### config.mk
export PLATFORM = sky130hd
export DESIGN_NAME = vlane_int_alu
export DESIGN_NICKNAME = d
export VERILOG_FILES = /design/src/rtl/vlane_alu_pkg.sv /design/src/rtl/vlane_alu_dec.sv /design/src/rtl/vlane_alu_arith.sv /design/src/rtl/vlane_alu_logic.sv /design/src/rtl/vlane_alu_cmp.sv /design/src/rtl/vlane_alu_mul.sv /design/src/rtl/vlane_int_alu.sv
export SDC_FILE = /design/constraint.sdc
export NUM_CORES = 2
export LEC_CHECK = 0
export BUFFER_PORTS_ARGS = -buffer_cell sky130_fd_sc_hd__buf_2
export CORE_MARGIN = 2
export CORE_UTILIZATION = 45
export DETAILED_ROUTE_END_ITERATION = 8
export PLACE_DENSITY = 0.62
export SKIP_LAST_GASP = 1
export SYNTH_ARGS = -nofsm -noshare
export SYNTH_HDL_FRONTEND = slang
export SYNTH_SLANG_ARGS = --single-unit
### constraint.sdc
create_clock -name vclk -period 13.5
set_input_delay 0.675 -clock vclk [all_inputs]
set_output_delay 0.675 -clock vclk [all_outputs]
set_load 0.005 [all_outputs]
### src/rtl/vlane_alu_pkg.sv
package vlane_alu_pkg;

  typedef enum logic [5:0] {
    OP_CSEL      = 6'd0,
    OP_MUL_I24   = 6'd6,
    OP_MULHI_I24 = 6'd7,
    OP_MUL_U24   = 6'd8,
    OP_MULHI_U24 = 6'd9,
    OP_MIN_I     = 6'd12,
    OP_MAX_I     = 6'd13,
    OP_MIN_U     = 6'd14,
    OP_MAX_U     = 6'd15,
    OP_SHR_REV   = 6'd16,
    OP_SAR_REV   = 6'd17,
    OP_SHL_REV   = 6'd18,
    OP_AND       = 6'd19,
    OP_OR        = 6'd20,
    OP_XOR       = 6'd21,
    OP_ADD       = 6'd25,
    OP_SUB       = 6'd26,
    OP_SUBR      = 6'd27,
    OP_ADDC      = 6'd28,
    OP_SUBB      = 6'd29,
    OP_SUBBR     = 6'd30
  } alu_op_e;

  typedef enum logic [2:0] {
    UNIT_NONE,
    UNIT_CSEL,
    UNIT_ARITH,
    UNIT_LOGIC,
    UNIT_CMP,
    UNIT_MUL
  } alu_unit_e;

  // arith sub: [0]=subtract [1]=swap operands [2]=use mask carry-in
  // logic sub: 0 and, 1 or, 2 xor, 3 shl, 4 shr, 5 sar
  // cmp sub:   [0]=max [1]=unsigned
  // mul sub:   [0]=signed [1]=high half
  typedef struct packed {
    alu_unit_e  unit;
    logic [2:0] sub;
    logic       wr_mask;
  } alu_dec_t;

endpackage

### src/rtl/vlane_alu_dec.sv
module vlane_alu_dec
  import vlane_alu_pkg::*;
#(
  parameter int unsigned OP_W = 6
) (
  input  logic [OP_W-1:0] op_i,
  output alu_dec_t        dec_o
);

  always_comb begin
    dec_o = '{unit: UNIT_NONE, sub: 3'd0, wr_mask: 1'b0};
    case (op_i)
      OP_CSEL:      dec_o.unit = UNIT_CSEL;
      OP_MUL_I24:   dec_o = '{unit: UNIT_MUL,   sub: 3'b001, wr_mask: 1'b0};
      OP_MULHI_I24: dec_o = '{unit: UNIT_MUL,   sub: 3'b011, wr_mask: 1'b0};
      OP_MUL_U24:   dec_o = '{unit: UNIT_MUL,   sub: 3'b000, wr_mask: 1'b0};
      OP_MULHI_U24: dec_o = '{unit: UNIT_MUL,   sub: 3'b010, wr_mask: 1'b0};
      OP_MIN_I:     dec_o = '{unit: UNIT_CMP,   sub: 3'b000, wr_mask: 1'b0};
      OP_MAX_I:     dec_o = '{unit: UNIT_CMP,   sub: 3'b001, wr_mask: 1'b0};
      OP_MIN_U:     dec_o = '{unit: UNIT_CMP,   sub: 3'b010, wr_mask: 1'b0};
      OP_MAX_U:     dec_o = '{unit: UNIT_CMP,   sub: 3'b011, wr_mask: 1'b0};
      OP_AND:       dec_o = '{unit: UNIT_LOGIC, sub: 3'd0,   wr_mask: 1'b0};
      OP_OR:        dec_o = '{unit: UNIT_LOGIC, sub: 3'd1,   wr_mask: 1'b0};
      OP_XOR:       dec_o = '{unit: UNIT_LOGIC, sub: 3'd2,   wr_mask: 1'b0};
      OP_SHL_REV:   dec_o = '{unit: UNIT_LOGIC, sub: 3'd3,   wr_mask: 1'b0};
      OP_SHR_REV:   dec_o = '{unit: UNIT_LOGIC, sub: 3'd4,   wr_mask: 1'b0};
      OP_SAR_REV:   dec_o = '{unit: UNIT_LOGIC, sub: 3'd5,   wr_mask: 1'b0};
      OP_ADD:       dec_o = '{unit: UNIT_ARITH, sub: 3'b000, wr_mask: 1'b1};
      OP_SUB:       dec_o = '{unit: UNIT_ARITH, sub: 3'b001, wr_mask: 1'b1};
      OP_SUBR:      dec_o = '{unit: UNIT_ARITH, sub: 3'b011, wr_mask: 1'b1};
      OP_ADDC:      dec_o = '{unit: UNIT_ARITH, sub: 3'b100, wr_mask: 1'b1};
      OP_SUBB:      dec_o = '{unit: UNIT_ARITH, sub: 3'b101, wr_mask: 1'b1};
      OP_SUBBR:     dec_o = '{unit: UNIT_ARITH, sub: 3'b111, wr_mask: 1'b1};
      default:      dec_o = '{unit: UNIT_NONE,  sub: 3'd0,   wr_mask: 1'b0};
    endcase
  end

endmodule

### src/rtl/vlane_alu_arith.sv
module vlane_alu_arith #(
  parameter int unsigned DATA_W = 32
) (
  input  logic [DATA_W-1:0] a_i,
  input  logic [DATA_W-1:0] b_i,
  input  logic [2:0]        sub_i,
  input  logic              cin_i,
  output logic [DATA_W-1:0] res_o,
  output logic              cout_o
);

  logic              is_sub, swap, use_cin, cin_eff;
  logic [DATA_W-1:0] x, y;
  logic [DATA_W:0]   wide;

  assign is_sub  = sub_i[0];
  assign swap    = sub_i[1];
  assign use_cin = sub_i[2];
  assign cin_eff = use_cin & cin_i;
  assign x       = swap ? b_i : a_i;
  assign y       = swap ? a_i : b_i;

  // top bit of the widened result is the carry (add) or the borrow (sub)
  always_comb begin
    if (is_sub) wide = {1'b0, x} - {1'b0, y} - {{DATA_W{1'b0}}, cin_eff};
    else        wide = {1'b0, x} + {1'b0, y} + {{DATA_W{1'b0}}, cin_eff};
  end

  assign res_o  = wide[DATA_W-1:0];
  assign cout_o = wide[DATA_W];

endmodule

### src/rtl/vlane_alu_logic.sv
module vlane_alu_logic #(
  parameter int unsigned DATA_W = 32
) (
  input  logic [DATA_W-1:0] a_i,
  input  logic [DATA_W-1:0] b_i,
  input  logic [2:0]        sub_i,
  output logic [DATA_W-1:0] res_o
);

  localparam int unsigned SH_W = $clog2(DATA_W);

  logic [SH_W-1:0] shamt;
  assign shamt = a_i[SH_W-1:0];

  always_comb begin
    case (sub_i)
      3'd0:    res_o = a_i & b_i;
      3'd1:    res_o = a_i | b_i;
      3'd2:    res_o = a_i ^ b_i;
      3'd3:    res_o = b_i << shamt;
      3'd4:    res_o = b_i >> shamt;
      3'd5:    res_o = $unsigned($signed(b_i) >>> shamt);
      default: res_o = '0;
    endcase
  end

endmodule

### src/rtl/vlane_alu_cmp.sv
module vlane_alu_cmp #(
  parameter int unsigned DATA_W = 32
) (
  input  logic [DATA_W-1:0] a_i,
  input  logic [DATA_W-1:0] b_i,
  input  logic [1:0]        sub_i,
  output logic [DATA_W-1:0] res_o
);

  logic a_lt_b;

  always_comb begin
    if (sub_i[1]) a_lt_b = a_i < b_i;
    else          a_lt_b = $signed(a_i) < $signed(b_i);
  end

  always_comb begin
    if (sub_i[0]) res_o = a_lt_b ? b_i : a_i;
    else          res_o = a_lt_b ? a_i : b_i;
  end

endmodule

### src/rtl/vlane_alu_mul.sv
module vlane_alu_mul #(
  parameter int unsigned DATA_W = 32,
  parameter int unsigned MUL_W  = 24
) (
  input  logic [MUL_W-1:0]  a_i,
  input  logic [MUL_W-1:0]  b_i,
  input  logic [1:0]        sub_i,
  output logic [DATA_W-1:0] res_o
);

  localparam int unsigned PROD_W = 2 * MUL_W;
  localparam int unsigned HI_W   = PROD_W - DATA_W;
  localparam int unsigned EXT_W  = DATA_W - HI_W;

  logic              is_signed, is_hi;
  logic [PROD_W-1:0] ax, bx, prod;
  logic [DATA_W-1:0] hi_ext;

  assign is_signed = sub_i[0];
  assign is_hi     = sub_i[1];

  // operand extension to product width; low PROD_W bits of the product are exact
  assign ax   = {{MUL_W{is_signed & a_i[MUL_W-1]}}, a_i};
  assign bx   = {{MUL_W{is_signed & b_i[MUL_W-1]}}, b_i};
  assign prod = ax * bx;

  assign hi_ext = {{EXT_W{is_signed & prod[PROD_W-1]}}, prod[PROD_W-1:DATA_W]};
  assign res_o  = is_hi ? hi_ext : prod[DATA_W-1:0];

endmodule

### src/rtl/vlane_int_alu.sv
module vlane_int_alu
  import vlane_alu_pkg::*;
#(
  parameter int unsigned DATA_W = 32,
  parameter int unsigned LANES  = 64,
  parameter int unsigned OP_W   = 6,
  parameter int unsigned MUL_W  = 24
) (
  input  logic [OP_W-1:0]          op_i,
  input  logic [DATA_W-1:0]        src0_i,
  input  logic [DATA_W-1:0]        src1_i,
  input  logic [$clog2(LANES)-1:0] lane_i,
  input  logic [LANES-1:0]         mask_i,
  output logic [DATA_W-1:0]        result_o,
  output logic [LANES-1:0]         mask_o
);

  localparam int unsigned LANE_W = $clog2(LANES);

  alu_dec_t          dec;
  logic              lane_bit;
  logic              arith_cout;
  logic [DATA_W-1:0] arith_res, logic_res, cmp_res, mul_res, csel_res;

  assign lane_bit = mask_i[lane_i];

  vlane_alu_dec #(.OP_W(OP_W)) u_dec (
    .op_i  (op_i),
    .dec_o (dec)
  );

  vlane_alu_arith #(.DATA_W(DATA_W)) u_arith (
    .a_i    (src0_i),
    .b_i    (src1_i),
    .sub_i  (dec.sub),
    .cin_i  (lane_bit),
    .res_o  (arith_res),
    .cout_o (arith_cout)
  );

  vlane_alu_logic #(.DATA_W(DATA_W)) u_logic (
    .a_i   (src0_i),
    .b_i   (src1_i),
    .sub_i (dec.sub),
    .res_o (logic_res)
  );

  vlane_alu_cmp #(.DATA_W(DATA_W)) u_cmp (
    .a_i   (src0_i),
    .b_i   (src1_i),
    .sub_i (dec.sub[1:0]),
    .res_o (cmp_res)
  );

  vlane_alu_mul #(.DATA_W(DATA_W), .MUL_W(MUL_W)) u_mul (
    .a_i   (src0_i[MUL_W-1:0]),
    .b_i   (src1_i[MUL_W-1:0]),
    .sub_i (dec.sub[1:0]),
    .res_o (mul_res)
  );

  assign csel_res = lane_bit ? src1_i : src0_i;

  always_comb begin
    case (dec.unit)
      UNIT_CSEL:  result_o = csel_res;
      UNIT_ARITH: result_o = arith_res;
      UNIT_LOGIC: result_o = logic_res;
      UNIT_CMP:   result_o = cmp_res;
      UNIT_MUL:   result_o = mul_res;
      default:    result_o = '0;
    endcase
  end

  // per-bit mask merge: only the addressed lane takes the new carry
  for (genvar i = 0; i < LANES; i++) begin : g_mask
    assign mask_o[i] = (dec.wr_mask && (lane_i == LANE_W'(i))) ? arith_cout : mask_i[i];
  end

endmodule

==> run_results.csv <==
group,metric,value,unit
outcome,status,"complete, no violations",
critical_path,max_stage_delay,0.77,ns
die,rows,103,
route,viasPerCell,6.33,
sta,fin_crit,10.77,ns
finish,n_antenna_cell,0,
finish,syn_to_final_growth,5.30,%
logic_synthesis,netlist_top_cells_area,"fa_1, ha_1, inv_1, nand2_1, nor2_1",
place,hpwl,120,mm
critical_path,cp_max_fo,50,
die,initial_core_util,0.456,
logic_synthesis,synth.distinct_cells,105,
route,drtIter0Drc,4419,
critical_path,path_common_cell,"fa_1",
sta,relSlewSlack,0.0869,
critical_path,criticalPathCategory,"input port to output port",
cts,cts_resized,0,
finish,seqCellArea,0,um2
sta,setup_ws,2.73,ns
logic_synthesis,synth_seq_area_share,0,
job,cap_violations,0,
route,routed_wl,158,mm
logic_synthesis,synthCells,4464,
sta,whs,1.66,ns
global_routing,grt_pass1_wl,231,mm
sta,hold_viol_final,0,
global_routing,grt.total_usage,0.379,
logic_synthesis,synth_top_area_share,0.358,
logic_synthesis,synth_nets,5542,
die,die_w,287,um
global_routing,grt.overflow.total,0,
critical_path,end_kind,"output port",
min_path,min_path_type,"input port to output port",
logic_synthesis,synth_area_leader_cell,"fa_1",
finish,drive_gt1_frac,0.118,
global_routing,antenna_found_initial,10,
cts,hold_buffers,0,
die,ios,236,
critical_path,path_buf_inv,8,
place,dp_slack,2.88,ns
sta,tightestPinTransition,1.36,ns
die,core,79100,um2
min_path,hp-start,"mask_i[55]",
critical_path,crit_required,12.82,ns
critical_path,cp-start-kind,"input port",
logic_synthesis,post-synth-top-count-cell,"inv_1",
finish,clock_buffers,0,
sta,timing.fmax,92.8,MHz
sta,tns,0,ns
die,die_h,287,um
route,ant_nets,0,
route,routed-via-count,34935,
place,port_buffers,236,
sta,rsz0062_at_grt,"false",
logic_synthesis,postSynthAreaPerCell,8.07,um2
logic_synthesis,synth_area,36000,um2
finish,stdcell_count,5516,
logic_synthesis,ys_top_cells_by_count,"inv_1, fa_1, nand2_1, nor2_1, ha_1",
cts,post-cts-setup-buffer-count,0,
critical_path,critPathTopFamily,"adder cells",
die,die-area,82400,um2
route,drc_errors,0,
sta,fin_crit_sh,0.798,
critical_path,startpoint,"op_i[0]",
finish,nFlopsAndLatches,0,
logic_synthesis,yosysWarnings,0,
critical_path,cp_slowest_cell,"fa_1",
global_routing,grt_pass1_vias,34650,
route,wl_per_cell,28.6,um
sta,drv_slew,0,
global_routing,grt_max_degree,66,
critical_path,critPathArrivalTime,10.10,ns
route,dr.pass1.iters,9,
sta,setup_violations,0,
place,dpl.cell_count,5516,
place,gp_congestion,1.07,
finish,nets,5546,
==> routing by layer <==
| layer | vias to the layer above | routed length, um | part of all wire | GRT usage |
|---|---|---|---|---|
| met3 | 508 | 20200 | 0.13 | 0.104 |
| li1 | 14657 | - | - | - |
| met2 | 2308 | 66900 | 0.42 | 0.568 |
| met4 | 8 | 9800 | 0.062 | 0.180 |
| met5 | - | 49 | 0.00031 | 0.00523 |
| met1 | 17454 | 61000 | 0.39 | 0.508 |
==> final timing paths <==
path,cells after the start,end,slack [ns]
max,28,result_o[25],2.73
min,3,mask_o[55],1.66
==> cell usage in the layout, fill, tap and decap left out, types with 76 or more instances in the layout <==
cell type / n
a21oi_1: 175
buf_2: 234
buf_4: 85
fa_1: 644
ha_1: 294
inv_1: 717
mux2_2: 78
mux2i_1: 76
nand2_1: 585
nor2_1: 449
o21ai_0: 152
==> worst min-delay path, cell delays in order <==
cell and delay, ns:
buf_2 0.08, mux2_2 0.13, buf_2 0.10
==> through the flow <==
stage	util	instance area, um2
after global routing	0.480	38000
after detailed placement	0.480	38000
after floorplan	-	36000
final	0.480	38000
after CTS	0.480	38000
after global placement	0.480	38000
==> kinds of logic (layout without fill, tap and decap cells) <==
kind of cell,after synthesis,after routing,synth area share
AOI/OAI and AO/OA,791,791,0.151
and+or+nand+nor,1370,1370,0.165
buffers and inverters,1047,1049,0.112
adders and majority gates,938,938,0.460
xor gates and xnor gates,94,94,0.0232
muxes,224,224,0.0890
==> final cells by class <==
type	count	area, um2
tap	1050	1310
timing repair buffer	319	1810
fill	7977	41200
inverter	730	2740
multi-input combinational	3417	32100
Power is left out: the tool's default activity adds up to more than one toggle a clock period on the data nets, which glitch-free logic cannot reach.
